===== src/rtl/owsrch_pkg.sv =====
package owsrch_pkg;
   typedef enum logic [1:0] {
      SRCH_OK      = 2'd0,
      SRCH_NOPRES  = 2'd1,
      SRCH_DATAERR = 2'd2
   } srch_status_e;

   typedef enum logic [2:0] {
      PH_IDLE  = 3'd0,
      PH_RESET = 3'd1,
      PH_CMD   = 3'd2,
      PH_RDA   = 3'd3,
      PH_RDB   = 3'd4,
      PH_WR    = 3'd5
   } srch_phase_e;
endpackage


===== src/rtl/owsrch_pick.sv =====
module owsrch_pick #(
   parameter int DISC_W = 8
) (
   input  logic              rd_a,
   input  logic              rd_b,
   input  logic [DISC_W-1:0] idx,
   input  logic [DISC_W-1:0] prev_disc,
   input  logic              prev_bit,
   output logic              pick,
   output logic              record,
   output logic              bad
);
   logic conflict;
   logic take_one;

   always_comb begin
      bad      = rd_a & rd_b;
      conflict = ~rd_a & ~rd_b;
      take_one = conflict & ((prev_disc > idx) | (prev_bit & (prev_disc != idx)));
      pick     = conflict ? take_one : rd_a;
      record   = take_one;
   end
endmodule


===== src/rtl/owsrch_cmdser.sv =====
module owsrch_cmdser #(
   parameter int                CMD_W    = 8,
   parameter logic [CMD_W-1:0]  CMD_CODE = 8'hF0
) (
   input  logic clk,
   input  logic rst_n,
   input  logic load,
   input  logic step,
   output logic bit_o,
   output logic last
);
   localparam int CNT_W = (CMD_W > 1) ? $clog2(CMD_W) : 1;

   logic [CMD_W-1:0] sh_q;
   logic [CNT_W-1:0] cnt_q;

   always_ff @(posedge clk or negedge rst_n) begin
      if (!rst_n) begin
         sh_q  <= '0;
         cnt_q <= '0;
      end else if (load) begin
         sh_q  <= CMD_CODE;
         cnt_q <= '0;
      end else if (step) begin
         sh_q  <= sh_q >> 1;
         cnt_q <= cnt_q + 1'b1;
      end
   end

   assign bit_o = sh_q[0];
   assign last  = (cnt_q == CNT_W'(CMD_W - 1));
endmodule


===== src/rtl/owsrch_idreg.sv =====
module owsrch_idreg #(
   parameter int ID_BITS = 64
) (
   input  logic               clk,
   input  logic               rst_n,
   input  logic               load,
   input  logic [ID_BITS-1:0] load_val,
   input  logic               shift,
   input  logic               din,
   output logic               head,
   output logic [ID_BITS-1:0] id_q
);
   localparam int NBYTES = ID_BITS / 8;

   logic [ID_BITS-1:0] nxt;

   // Byte lanes: each lane shifts right, its top bit fed by the lane above;
   // the top lane takes the new bit. Unloads oldest bit at the bottom.
   for (genvar g = 0; g < NBYTES; g++) begin : g_lane
      if (g == NBYTES - 1) begin : g_top
         assign nxt[8*g+7] = din;
      end else begin : g_mid
         assign nxt[8*g+7] = id_q[8*(g+1)];
      end
      assign nxt[8*g+6 -: 7] = id_q[8*g+7 -: 7];
   end

   always_ff @(posedge clk or negedge rst_n) begin
      if (!rst_n)     id_q <= '0;
      else if (load)  id_q <= load_val;
      else if (shift) id_q <= nxt;
   end

   assign head = id_q[0];
endmodule


===== src/rtl/owsrch_seq.sv =====
module owsrch_seq
   import owsrch_pkg::*;
#(
   parameter int               ID_BITS  = 64,
   parameter int               DISC_W   = 8,
   parameter int               CMD_W    = 8,
   parameter logic [CMD_W-1:0] CMD_CODE = 8'hF0
) (
   input  logic               clk,
   input  logic               rst_n,
   input  logic               start,
   input  logic [DISC_W-1:0]  prev_disc,
   input  logic [ID_BITS-1:0] prev_id,
   output logic               done,
   output logic [1:0]         status,
   output logic [ID_BITS-1:0] new_id,
   output logic [DISC_W-1:0]  next_disc,
   output logic               op_req,
   output logic               op_reset,
   output logic               op_wbit,
   input  logic               op_ack,
   input  logic               op_rbit
);
   localparam logic [DISC_W-1:0] IDX_TOP = DISC_W'(ID_BITS);
   localparam logic [DISC_W-1:0] IDX_END = DISC_W'(1);

   initial begin
      assert (ID_BITS % 8 == 0 && ID_BITS >= 8)
         else $error("ID_BITS must be a positive multiple of 8");
      assert ((2 ** DISC_W) > ID_BITS)
         else $error("DISC_W too narrow for ID_BITS");
      assert (CMD_W >= 1)
         else $error("CMD_W must be at least 1");
   end

   srch_phase_e        phase_q;
   logic               wait_q;
   logic [DISC_W-1:0]  idx_q, pdisc_q, ndisc_q, nxt_disc_q;
   logic               rda_q, pick_q, done_q;
   srch_status_e       status_q;
   logic [ID_BITS-1:0] new_id_q;

   logic ack_ev, id_load, id_shift, cmd_step;
   logic cmd_bit, cmd_last;
   logic id_head;
   logic [ID_BITS-1:0] id_cur;
   logic pick, record, bad;

   assign ack_ev   = wait_q & op_ack & (phase_q != PH_IDLE);
   assign id_load  = (phase_q == PH_IDLE) & start;
   assign id_shift = ack_ev & (phase_q == PH_RDB) & ~bad;
   assign cmd_step = ack_ev & (phase_q == PH_CMD);

   owsrch_cmdser #(.CMD_W(CMD_W), .CMD_CODE(CMD_CODE)) u_cmd (
      .clk(clk), .rst_n(rst_n), .load(id_load), .step(cmd_step),
      .bit_o(cmd_bit), .last(cmd_last)
   );

   owsrch_idreg #(.ID_BITS(ID_BITS)) u_id (
      .clk(clk), .rst_n(rst_n), .load(id_load), .load_val(prev_id),
      .shift(id_shift), .din(pick), .head(id_head), .id_q(id_cur)
   );

   owsrch_pick #(.DISC_W(DISC_W)) u_pick (
      .rd_a(rda_q), .rd_b(op_rbit), .idx(idx_q), .prev_disc(pdisc_q),
      .prev_bit(id_head), .pick(pick), .record(record), .bad(bad)
   );

   always_ff @(posedge clk or negedge rst_n) begin
      if (!rst_n) begin
         phase_q    <= PH_IDLE;
         wait_q     <= 1'b0;
         idx_q      <= '0;
         pdisc_q    <= '0;
         ndisc_q    <= '0;
         nxt_disc_q <= '0;
         rda_q      <= 1'b0;
         pick_q     <= 1'b0;
         done_q     <= 1'b0;
         status_q   <= SRCH_OK;
         new_id_q   <= '0;
      end else begin
         done_q <= 1'b0;
         if (phase_q == PH_IDLE) begin
            if (start) begin
               phase_q <= PH_RESET;
               wait_q  <= 1'b0;
               pdisc_q <= prev_disc;
               ndisc_q <= '0;
               idx_q   <= IDX_TOP;
            end
         end else if (!wait_q) begin
            wait_q <= 1'b1;
         end else if (op_ack) begin
            wait_q <= 1'b0;
            unique case (phase_q)
               PH_RESET: begin
                  if (op_rbit) phase_q <= PH_CMD;
                  else begin
                     phase_q  <= PH_IDLE;
                     done_q   <= 1'b1;
                     status_q <= SRCH_NOPRES;
                  end
               end
               PH_CMD: if (cmd_last) phase_q <= PH_RDA;
               PH_RDA: begin
                  rda_q   <= op_rbit;
                  phase_q <= PH_RDB;
               end
               PH_RDB: begin
                  if (bad) begin
                     phase_q  <= PH_IDLE;
                     done_q   <= 1'b1;
                     status_q <= SRCH_DATAERR;
                  end else begin
                     pick_q  <= pick;
                     if (record) ndisc_q <= idx_q;
                     phase_q <= PH_WR;
                  end
               end
               PH_WR: begin
                  if (idx_q == IDX_END) begin
                     phase_q    <= PH_IDLE;
                     done_q     <= 1'b1;
                     status_q   <= SRCH_OK;
                     new_id_q   <= id_cur;
                     nxt_disc_q <= ndisc_q;
                  end else begin
                     idx_q   <= idx_q - 1'b1;
                     phase_q <= PH_RDA;
                  end
               end
               default: phase_q <= PH_IDLE;
            endcase
         end
      end
   end

   always_comb begin
      op_req   = (phase_q != PH_IDLE) & ~wait_q;
      op_reset = (phase_q == PH_RESET);
      unique case (phase_q)
         PH_CMD:  op_wbit = cmd_bit;
         PH_WR:   op_wbit = pick_q;
         default: op_wbit = 1'b1;
      endcase
   end

   assign done      = done_q;
   assign status    = status_q;
   assign new_id    = new_id_q;
   assign next_disc = nxt_disc_q;

   AST_START_RESET: assert property (@(posedge clk) disable iff (!rst_n)
      (phase_q == PH_IDLE && start) |=> (op_req && op_reset));
   AST_REQ_PULSE: assert property (@(posedge clk) disable iff (!rst_n)
      op_req |=> !op_req);
   AST_NOPRES_END: assert property (@(posedge clk) disable iff (!rst_n)
      (ack_ev && phase_q == PH_RESET && !op_rbit) |=> (done && status == 2'd1 && !op_req));
   AST_READ_ONES: assert property (@(posedge clk) disable iff (!rst_n)
      (op_req && (phase_q == PH_RDA || phase_q == PH_RDB)) |-> op_wbit);
   AST_ERR_STOP: assert property (@(posedge clk) disable iff (!rst_n)
      (ack_ev && phase_q == PH_RDB && rda_q && op_rbit) |=> (done && status == 2'd2 && !op_req));
   AST_FIRST_READ_WINS: assert property (@(posedge clk) disable iff (!rst_n)
      (op_req && phase_q == PH_WR && rda_q) |-> op_wbit);
   AST_DISC_BOUND: assert property (@(posedge clk) disable iff (!rst_n)
      (done && status == 2'd0) |-> (next_disc <= IDX_TOP));
   AST_DONE_PULSE: assert property (@(posedge clk) disable iff (!rst_n)
      done |=> (!done && $stable(new_id) && $stable(status)));
endmodule


===== config.mk =====
export PLATFORM = sky130hd
export DESIGN_NAME = owsrch_seq
export DESIGN_NICKNAME = d
export VERILOG_FILES = /design/src/rtl/owsrch_pkg.sv /design/src/rtl/owsrch_pick.sv /design/src/rtl/owsrch_cmdser.sv /design/src/rtl/owsrch_idreg.sv /design/src/rtl/owsrch_seq.sv
export SDC_FILE = /design/constraint.sdc
export NUM_CORES = 1
export LEC_CHECK = 0
export BUFFER_PORTS_ARGS = -buffer_cell sky130_fd_sc_hd__buf_2
export CELL_PAD_IN_SITES_DETAIL_PLACEMENT = 1
export CELL_PAD_IN_SITES_GLOBAL_PLACEMENT = 1
export CORE_ASPECT_RATIO = 0.75
export CORE_UTILIZATION = 35
export CTS_CLUSTER_SIZE = 16
export DETAILED_ROUTE_END_ITERATION = 8
export PLACE_DENSITY_LB_ADDON = 0.1
export SLEW_MARGIN = 30
export SYNTH_ARGS = -nofsm -noshare
export SYNTH_HDL_FRONTEND = slang
export SYNTH_SLANG_ARGS = --single-unit

===== constraint.sdc =====
create_clock -name clk -period 2.33 [get_ports clk]
set_clock_uncertainty 0.2 [all_clocks]
set_input_delay 0.466 -clock clk [delete_from_list [all_inputs] [get_ports clk]]
set_output_delay 0.466 -clock clk [all_outputs]
set_load 0.05 [all_outputs]

==> impl_results.md, run 1 <==
* Unrepaired setup endpoints after global routing: yes
* Design Power at 0.0115 W
* Power density normalized to cell area at 1150 nW/um^2
* Kind of end point of the critical path: register
* Beginning of the worst hold path: prev_disc[1]
* Maximum buffer depth of the clock tree at 2
* HPWL after detailed placement at 15.1 mm
* Share of power burned in combinational logic at 0.322
* H-tree Lvls at 4
* CTS Buf Count at 17
* Routed vias/inst at 4.89
* CP Data Arrival Time at 2.53 ns
* Most used flip-flop cell after synthesis: dfrtp_1
* Failing checks: negative setup slack
* Cell chosen for the clock root: clkbuf_16
* Final setup slack of the worst path at -0.0351 ns
* Chip Width at 173 um
* Number of standard cells in the final layout excluding fillers at 1296
* Reg-to-reg critical path startpoint: idx_q[2]
* Biggest fanout along the worst timing path at 14
* Vias in the first global route at 6238
* Worst setup timing slack at the placement stage at -0.0574 ns
* Sequential Power Share at 0.409
* Worst-path clk slew at 0.07 ns
* Final worst path period share at 1.02
* Residual overflow from global routing at 0
* Peak Freq at 0.423 GHz
* Area grow syn2layout at 30.6%
* Count of distinct cell types in the synthesized netlist at 49
* All-layer global routing usage at 0.202
* Routability cong. at 0.825
* Height of the die at 130 um
* Number of cell rows at 46
* Final Setup Violations at 52
* Number of antenna violations at the first check in global routing at 3
* Tightest Pin Transition at 0.497 ns
* Post-synth ARST share at 1.00
* Number of enable-type register cells in the synthesized netlist at 0
* Min cycle time layout at 2.37 ns
* Number of port buffers at 154
* Number of instances on the worst hold path at 3
* Depth of the most critical reg-to-reg path at 7
* Drt total wl at 22.5 mm
* Worst-case headroom to the max-slew limit at 0.669
* Internal Dissipation at 0.00738 W
* Min Hold Slack at 0.0256 ns
* Startpoint of the most critical setup path: idx_q[2]
* Worst hold path type: primary input to register
* Number of clock sinks at 180
* Fraction of power spent switching nets at 0.359
* Slew Viols, Final at 0
* Clock tree from TritonCTS: yes
* Routed vias at 6339
* Total number of yosys warnings at 0
* Net count reported at finish at 1085
* Proportion of synthesized chip area in sequential cells at 0.589
* Violation count after the first detailed-route iteration at 435
* Number of synthesized register bits at 180
* First-pass GRT wire length at 35.1 mm
* Clk Latency, worst-skew pair at 0.43 ns
* Antenna Nets Post-Route at 0
* Die area at 22500 um^2
* Routed WL per cell at 17.3 um
* Static leakage power at 5.44 nW
* Largest net degree at the start of global routing at 59
* Number of placed I/O pins at 155
* Detailed Routing Iterations Pass 1 at 4
* Crit path kind: register to register
* Initial cell density of the core at 0.359
* Layout cell share with drive strength beyond 1 at 0.280
* Synthesized area per cell at 9.48 um^2
* Run status: finished with violations
* Clock network fraction of design power at 0.268
* Critical path startpoint category: register
* Cell count after placement at 1249
* CP Data Required Time at 2.49 ns
* Net Switching at 0.00413 W
* Maximum Capacitance Violations at 0
* DRC errors left at 0
* Worst ir drop on vdd at 0.528 mV
* Count of endpoints failing hold in the final timing report at 0
* Post-synthesis cell area at 7650 um^2
* Core ar. at 21300 um^2
* Net count after synthesis at 896
* Post-Syn Instances at 807
-- power groups by stage --
stage          Clock, W  Combinational [W]  Sequential (W)
4_1_cts         0.00316            0.00346         0.00470
3_5_place_dp          0            0.00330         0.00475
2_1_floorplan         0            0.00202         0.00471
3_3_place_gp          0            0.00323         0.00474
5_1_grt         0.00329            0.00410         0.00484
6_report        0.00309            0.00371         0.00471
-- final cells by class --
cell class / instances / area, um^2
inverters: 15 / 56.3
well taps: 288 / 360
flip-flops and latches: 180 / 4510
clock buffers: 17 / 425
repair buffers: 217 / 1440
multi-input cells: 565 / 3010
clock inverters: 13 / 195
fillers: 2495 / 11300
diodes: 1 / 2.50
-- cells by family (layout without fill, tap and decap cells) --
| logic type | after synthesis | after routing | share of synthesized area |
|---|---|---|---|
| compound gates | 108 | 108 | 0.100 |
| simple gates | 427 | 427 | 0.226 |
| fa+ha+maj | 12 | 12 | 0.0196 |
| other cells | 0 | 1 | 0 |
| flops | 180 | 180 | 0.589 |
| mux | 13 | 13 | 0.0185 |
| buf+inv | 62 | 262 | 0.0409 |
| xor+xnor | 5 | 5 | 0.00572 |
-- cell usage in the layout, fill, tap and decap left out, drive strengths merged, types with 2 or more instances in the layout --
cell	n
a31oi	6
and3	2
nor3	7
nand2	360
a21oi	7
a22o	5
nand3	9
ha	12
clkbuf	20
buf	213
nor4	3
o21ai	17
dfrtp	180
a21o	3
bufinv	4
nor2	27
o211ai	2
inv	20
a221o	2
nand4	4
o22ai	2
and2	2
a22oi	53
mux2	9
o22a	3
clkinvlp	3
xnor2	5
nand2b	2
nor4b	2
mux2i	4
and3b	2
-- registers in the layout, indices dropped and copies added (netlist names) --
name	cells
done	1
rda_q	1
idx_q	8
pdisc_q	8
ndisc_q	8
phase_q	3
u_cmd.cnt_q	3
u_cmd.sh_q	8
next_disc	8
u_id.id_q	64
wait_q	1
pick_q	1
new_id	64
status	2
-- worst paths after layout --
kind,endpoint,slack [ns]
hold reg to reg,new_id[3],0.26
setup / recovery,new_id[54],-0.04
max in group asynchronous,phase_q[2],0.93
hold / removal,pdisc_q[1],0.03
setup reg to reg,new_id[54],-0.04
min in group asynchronous,next_disc[6],0.38
-- routing by layer --
layer | track usage | routed length, um | part of all wire | vias to the layer above
li1 | - | - | - | 3056
met1 | 0.300 | 11400 | 0.51 | 3112
met2 | 0.287 | 9520 | 0.42 | 141
met3 | 0.0530 | 1250 | 0.055 | 26
met4 | 0.0562 | 284 | 0.013 | 4
met5 | 0 | 23 | 0.0010 | -
-- synth_stat cells, types with 2 or more instances --
cell      count  area share
a221o_1       2      0.0026
and3_1        2      0.0016
dfrtp_1     180        0.59
and2_1        2      0.0016
a22o_1        5      0.0057
nand3_1       9      0.0059
clkbuf_1     22       0.011
a21oi_1       7      0.0046
nor4_1        3      0.0025
ha_1         12       0.020
a21o_1        3      0.0029
a22oi_1      53       0.052
xnor2_1       5      0.0057
o21ai_0      17       0.011
buf_2        16       0.010
nand2_1     360        0.18
nor2_1       27       0.013
mux2i_1       4      0.0052
nand2b_1      2      0.0016
a31oi_1       6      0.0049
and3b_1       2      0.0023
nor3_1        7      0.0046
o22ai_1       2      0.0016
mux2_2        9       0.013
inv_1        15      0.0074
o22a_1        3      0.0034
nand4_1       3      0.0025
buf_6         8       0.012
-- what timing repair did --
| item | 4_1_cts | 5_1_grt |
|---|---|---|
| gates resized for setup | 6 | 26 |
| endpoints found under the setup margin | 79 | 80 |
| setup buffers | 5 | 8 |
| hold buffers | 1 | 0 |
| endpoints found under the hold margin | 49 | 0 |
| pin swaps | 6 | 9 |
| gates cloned | 0 | 2 |
-- metrics by stage --
step / setup TNS, ns / area [um^2] / util
2_1_floorplan: 0 / 7660 / -
3_3_place_gp: -0.511 / 9030 / 0.424
3_5_place_dp: -1.65 / 9030 / 0.424
4_1_cts: -0.287 / 9740 / 0.457
5_1_grt: -6.15 / 9990 / 0.469
6_report: -0.624 / 9990 / 0.469
-- worst max-delay path, stage by stage, from the launching register on --
cell	delay, ns
dfrtp_1	0.40
or4_4	0.58
nor4b_4	0.37
and3b_2	0.28
buf_12	0.16
buf_16	0.15
nand2_1	0.07
nand2_1	0.08
Note: power is estimated with default switching activity, not from simulation.
==> run 2: changes to the inputs <==
--- a/config.mk
+++ b/config.mk
@@ -13,6 +13,7 @@
 export CTS_CLUSTER_SIZE = 16
 export DETAILED_ROUTE_END_ITERATION = 8
 export PLACE_DENSITY_LB_ADDON = 0.1
+export SETUP_SLACK_MARGIN = 0.15
 export SLEW_MARGIN = 30
 export SYNTH_ARGS = -nofsm -noshare
 export SYNTH_HDL_FRONTEND = slang
==> impl_results.md, run 2 (same netlist as run 1, synthesis figures left out) <==
* Run status: finished clean (was finished with violations)
* Clock tree from TritonCTS: yes (unchanged)
* CP Data Required Time at 2.45 ns (was 2.49 ns)
* Count of endpoints failing hold in the final timing report at 0 (unchanged)
* Most frequent standard cell in the layout excluding fill and tap cells: nand2_1 (unchanged)
* Peak Freq at 0.434 GHz (was 0.423 GHz)
* Maximum buffer depth of the clock tree at 2 (unchanged)
* Routed vias at 6393 (was 6339)
* Critical path startpoint category: register (unchanged)
* Number of cell rows at 46 (unchanged)
* Worst-case headroom to the max-slew limit at 0.671 (was 0.669)
* Tightest Pin Transition at 0.490 ns (was 0.497 ns)
* Crit path kind: register to register (unchanged)
* Worst-path clk slew at 0.07 ns (about the same)
* Worst setup timing slack at the placement stage at -0.0671 ns (was -0.0574 ns)
* CTS Buf Count at 17 (unchanged)
* Number of port buffers at 154 (unchanged)
* Most used cells in the layout excluding fill and tap cells: nand2_1, dfrtp_1, buf_2 (unchanged)
* H-tree Lvls at 4 (unchanged)
* First-pass GRT wire length at 37.8 mm (was 35.1 mm)
* Layout cell share with drive strength beyond 1 at 0.329 (was 0.280)
* Cell chain of the critical path: or4_4 > nor4b_4 > buf_4 > nand4_4 > buf_12 > buf_16 > nand2_1 > nand2_1 (was or4_4 > nor4b_4 > and3b_2 > buf_12 > buf_16 > nand2_1 > nand2_1)
* Drt total wl at 23.8 mm (was 22.5 mm)
* Maximum Capacitance Violations at 0 (unchanged)
* Placed Area at 9030 um^2 (about the same)
* CP Data Arrival Time at 2.42 ns (was 2.53 ns)
* Area grow syn2layout at 36.5% (was 30.6%)
* Cell count after placement at 1243 (was 1249)
* Crit path top cell by count: nand2_1 (unchanged)
* Clk Latency, worst-skew pair at 0.43 ns (about the same)
* Beginning of the worst hold path: prev_disc[4] (was prev_disc[1])
* Routability cong. at 0.853 (was 0.825)
* Worst ir drop on vdd at 0.793 mV (was 0.528 mV)
* Startpoint of the most critical setup path: idx_q[4] (was idx_q[2])
* Final setup slack of the worst path at 0.0239 ns (was -0.0351 ns)
* Die area at 22500 um^2 (unchanged)
* Residual overflow from global routing at 0 (unchanged)
* Final Setup Violations at 0 (was 52)
* Number of standard cells in the final layout excluding fillers at 1304 (was 1296)
* Cell family contributing the most delay on the critical path: simple AND/OR/NAND/NOR gates (unchanged)
* Biggest fanout along the worst timing path at 16 (was 14)
* Detailed Routing Iterations Pass 1 at 4 (unchanged)
* Number of placed I/O pins at 155 (unchanged)
* Diodes inserted at 0 (was 1)
* Power density normalized to cell area at 1160 nW/um^2 (was 1150 nW/um^2)
* Initial cell density of the core at 0.359 (unchanged)
* HPWL after detailed placement at 15.0 mm (was 15.1 mm)
* Vias in the first global route at 6628 (was 6238)
* Routed vias/inst at 4.90 (was 4.89)
* Static leakage power at 5.59 nW (was 5.44 nW)
* Height of the die at 130 um (unchanged)
* Reg-to-reg critical path startpoint: idx_q[4] (was idx_q[2])
* Unrepaired setup endpoints after global routing: yes (unchanged)
* Number of clock sinks at 180 (unchanged)
* Routed WL per cell at 18.2 um (was 17.3 um)
* WP buf/inv at 3 (was 2)
* Chip Width at 173 um (unchanged)
* All-layer global routing usage at 0.219 (was 0.202)
* Kind of end point of the critical path: register (unchanged)
* Core ar. at 21300 um^2 (unchanged)
* # fillers at 2448 (was 2495)
* Cell chosen for the clock root: clkbuf_16 (unchanged)
* Maximum single-stage delay on the critical path at 0.56 ns (was 0.58 ns)
* Largest net degree at the start of global routing at 55 (was 59)
* Number of antenna violations at the first check in global routing at 0 (was 3)
* Cell type of the slowest stage on the worst timing path: or4_4 (unchanged)
* Worst hold path type: primary input to register (unchanged)
* Min cycle time layout at 2.31 ns (was 2.37 ns)
* Design Power at 0.0121 W (was 0.0115 W)
* Post-layout instance area at 10400 um^2 (was 9990 um^2)
* Antenna Nets Post-Route at 0 (unchanged)
* DRC errors left at 0 (unchanged)
* Net count reported at finish at 1092 (was 1085)
* Final worst path period share at 0.990 (was 1.02)
* Violation count after the first detailed-route iteration at 314 (was 435)
* Slew Viols, Final at 0 (unchanged)
## run 2: changes by cell type in the layout (fill, tap and decap cells not counted), sizes merged
cell      delta
buf          +7
bufinv       +2
clkbuf       +2
clkinvlp     -2
diode        -1
## run 2: area by class of cell
type	count	area, um^2	share of cell area
flip-flops and latches	180	4510	0.432
multi-input cells	565	3220	0.309
repair buffers	224	1610	0.154
clock buffers	19	443	0.0424
well taps	288	360	0.0345
clock inverters	13	241	0.0231
inverters	15	56.3	0.00539
## run 2: final timing paths
path | slack, ns | cells past startpoint | to
min reg2reg | 0.26 | 2 | next_disc[1]
min | 0.03 | 3 | pdisc_q[4]
max | 0.02 | 8 | new_id[34]
max in group asynchronous | 0.89 | 3 | phase_q[2]
max reg2reg | 0.02 | 8 | new_id[34]
min in group asynchronous | 0.36 | 2 | next_disc[2]
## run 2: stage by stage
| stage | hold slack [ns] | util | setup TNS (ns) |
|---|---|---|---|
| after global placement | 0.245 | 0.424 | 0 |
| after CTS | 0.00561 | 0.481 | -1.00 |
| after detailed placement | 0.250 | 0.424 | -2.06 |
| after global routing | 0.0301 | 0.490 | -3.03 |
| final | 0.0272 | 0.490 | 0 |
| after floorplan | -0.0296 | - | 0 |
## run 2: where the power goes
group	leakage [nW]	switching [W]	internal [W]
registers	2.36	0.000723	0.00400
clock network	0.332	0.00129	0.00207
logic	2.90	0.00231	0.00175
## run 2: tightest hold or removal path, cell delays in order
cell and delay [ns]:
buf_2 0.07, nand2_1 0.04, nand2_1 0.04
## run 2: repair_timing
item,CTS,global route
gates cloned,3,3
setup buffers,15,7
hold endpoints to repair,43,0
gates resized for setup,78,20
pin swaps,41,16
endpoints found under the setup margin,121,98
hold buffers,1,0
## run 2: per-layer routing
| layer | vias up | share of wire | GRT usage |
|---|---|---|---|
| met4 | 0 | 0.0036 | 0.0510 |
| met2 | 123 | 0.46 | 0.332 |
| li1 | 3069 | - | - |
| met5 | - | 0 | 0 |
| met3 | 6 | 0.034 | 0.0326 |
| met1 | 3195 | 0.51 | 0.329 |
==> run 3: changes to the inputs <==
--- a/config.mk
+++ b/config.mk
@@ -13,6 +13,7 @@
 export CTS_CLUSTER_SIZE = 16
 export DETAILED_ROUTE_END_ITERATION = 8
 export PLACE_DENSITY_LB_ADDON = 0.1
+export RECOVER_POWER = 25
 export SETUP_SLACK_MARGIN = 0.15
 export SLEW_MARGIN = 30
 export SYNTH_ARGS = -nofsm -noshare
==> impl_results.md, run 3 (same netlist as run 1, synthesis figures left out) <==
* Design Power at 0.0121 W (about the same)
* Crit path top cell by count: buf_6 (was nand2_1)
* Final worst path period share at 1.01 (was 0.990)
* Worst-case headroom to the max-slew limit at 0.149 (was 0.671)
* Kind of end point of the critical path: output pin (was register)
* All-layer global routing usage at 0.219 (unchanged)
* Violation count after the first detailed-route iteration at 344 (was 314)
* Routability cong. at 0.853 (unchanged)
* # fillers at 2451 (was 2448)
* Min cycle time layout at 2.35 ns (was 2.31 ns)
* Run status: finished with violations (was finished clean)
* CP Data Arrival Time at 1.68 ns (was 2.42 ns)
* Maximum single-stage delay on the critical path at 0.39 ns (was 0.56 ns)
* Number of antenna violations at the first check in global routing at 0 (unchanged)
* Crit path kind: register to output pin (was register to register)
* FF-to-FF End: new_id[31] (was new_id[34])
* Number of clock sinks at 180 (unchanged)
* Peak Freq at 0.426 GHz (was 0.434 GHz)
* Antenna Nets Post-Route at 0 (unchanged)
* Critical path startpoint category: register (unchanged)
* Routed WL per cell at 18.3 um (was 18.2 um)
* H-tree Lvls at 4 (unchanged)
* Clk Latency, worst-skew pair at 0.43 ns (about the same)
* Total Neg Setup Slack at -0.0168 ns (was 0 ns)
* Clock tree from TritonCTS: yes (unchanged)
* Die area at 22500 um^2 (unchanged)
* Most used cells in the layout excluding fill and tap cells: nand2_1, dfrtp_1, buf_2 (unchanged)
* Hold Path End: pdisc_q[4] (unchanged)
* CTS Buf Count at 17 (unchanged)
* Cell chain of the critical path: buf_6 > nor3_1 > buf_6 > nor2_4 > buf_8 (was or4_4 > nor4b_4 > buf_4 > nand4_4 > buf_12 > buf_16 > nand2_1 > nand2_1)
* Maximum Capacitance Violations at 0 (unchanged)
* Number of cell rows at 46 (unchanged)
* Layout cell share with drive strength beyond 1 at 0.328 (was 0.329)
* Biggest fanout along the worst timing path at 10 (was 16)
* Residual overflow from global routing at 0 (unchanged)
* Core ar. at 21300 um^2 (unchanged)
* Cell type of the slowest stage on the worst timing path: dfrtp_1 (was or4_4)
* Most frequent standard cell in the layout excluding fill and tap cells: nand2_1 (unchanged)
* Diodes inserted at 0 (unchanged)
* Tightest Pin Transition at 1.28 ns (was 0.490 ns)
* Beginning of the worst hold path: prev_disc[4] (unchanged)
* Startpoint of the most critical setup path: phase_q[1] (was idx_q[4])
* CP Data Required Time at 1.66 ns (was 2.45 ns)
* Chip Width at 173 um (unchanged)
* Count of endpoints failing hold in the final timing report at 0 (unchanged)
* Final Setup Violations at 1 (was 0)
* Height of the die at 130 um (unchanged)
* Static leakage power at 5.58 nW (was 5.59 nW)
* Area grow syn2layout at 36.1% (was 36.5%)
* Number of placed I/O pins at 155 (unchanged)
* Unrepaired setup endpoints after global routing: yes (unchanged)
* Worst ir drop on vdd at 0.792 mV (was 0.793 mV)
* Routed vias at 6391 (was 6393)
* Initial cell density of the core at 0.359 (unchanged)
* Drt total wl at 23.8 mm (about the same)
* HPWL after detailed placement at 15.0 mm (unchanged)
* Cell chosen for the clock root: clkbuf_16 (unchanged)
* Worst hold path type: primary input to register (unchanged)
* Failing checks: negative setup slack
* Min Hold Slack at 0.0212 ns (was 0.0272 ns)
* Power density normalized to cell area at 1160 nW/um^2 (about the same)
* Reg area at 4510 um^2 (unchanged)
* Depth of the most critical reg-to-reg path at 8 (unchanged)
* Setup slack on the worst flop-to-flop path at 0.02 ns (about the same)
* Slew Viols, Final at 0 (unchanged)
* Footprint of the multi-input gates at 3210 um^2 (was 3220 um^2)
* DRC errors left at 0 (unchanged)
* Maximum buffer depth of the clock tree at 2 (unchanged)
* Vias in the first global route at 6628 (unchanged)
* Net count reported at finish at 1092 (unchanged)
* Worst-path clk slew at 0.07 ns (about the same)
* Reg-to-reg critical path startpoint: idx_q[4] (unchanged)
* First-pass GRT wire length at 37.8 mm (unchanged)
* Routed vias/inst at 4.90 (about the same)
* Largest net degree at the start of global routing at 55 (unchanged)
* Final setup slack of the worst path at -0.0168 ns (was 0.0239 ns)
* Detailed Routing Iterations Pass 1 at 4 (unchanged)
* Number of port buffers at 154 (unchanged)
* Number of instances on the worst hold path at 3 (unchanged)
* Final core area utilization at 0.489 (was 0.490)
==> run 3: cell count changes in the layout (fill, tap and decap cells not counted) <==
cell and delta:
clkbuf_4 +1, nor3_1 +1, buf_8 +1, nor3_4 -1, buf_12 -1, buf_4 -1
clkbuf_2 +1, clkbuf_8 -1
==> run 3: power breakdown <==
group | switching [W] | internal [W] | leakage (nW)
combinational | 0.00230 | 0.00174 | 2.89
sequential | 0.000715 | 0.00400 | 2.36
clock | 0.00131 | 0.00207 | 0.332
total | 0.00432 | 0.00781 | 5.58
==> run 3: cell type report <==
| type | instances | area share |
|---|---|---|
| flip-flops and latches | 180 | 0.433 |
| multi-input cells | 565 | 0.308 |
| repair buffers | 224 | 0.153 |
| clock buffers | 19 | 0.0425 |
| well taps | 288 | 0.0346 |
| clock inverters | 13 | 0.0232 |
| inverters | 15 | 0.00541 |
==> run 3: repair_timing <==
action / in CTS / in global routing
endpoints found under the hold margin: 43 / 0
setup endpoints to repair: 121 / 98
cloned: 3 / 3
hold buffers: 1 / 0
resized for setup: 78 / 20
pin swaps: 41 / 16
setup buffers: 15 / 7
==> run 3: routing by layer <==
metal,GRT usage,vias to the layer above,wire [um]
met2,0.332,124,10800
li1,-,3071,-
met4,0.0510,0,191
met5,0,-,0
met3,0.0326,16,719
met1,0.329,3180,12100
==> run 3: worst max-delay path by stage <==
stage | end | slack, ns | cells after the start
after floorplan | ndisc_q[0] | 0.09 | 7
after global placement | ndisc_q[0] | 0.003 | 7
after detailed placement | new_id[5] | -0.07 | 6
after CTS | next_disc[1] | -0.03 | 8
after global routing | new_id[34] | -0.09 | 8
final | op_req | -0.02 | 5
==> run 3: per-stage QoR <==
step           cell area (um^2)  instances  setup WS [ns]
2_1_floorplan              7730        807         0.0895
3_3_place_gp               9030       1243        0.00296
3_5_place_dp               9030       1243        -0.0671
4_1_cts                   10200       1294        -0.0306
5_1_grt                   10400       1304        -0.0868
6_report                  10400       1304        -0.0168
==> run 3: critical path, delay by kind of cell, from the launching register on <==
kind / cells / cell delay, ns
buffers and inverters: 3 / 0.46
DFF: 1 / 0.39
and+or+nand+nor: 2 / 0.38
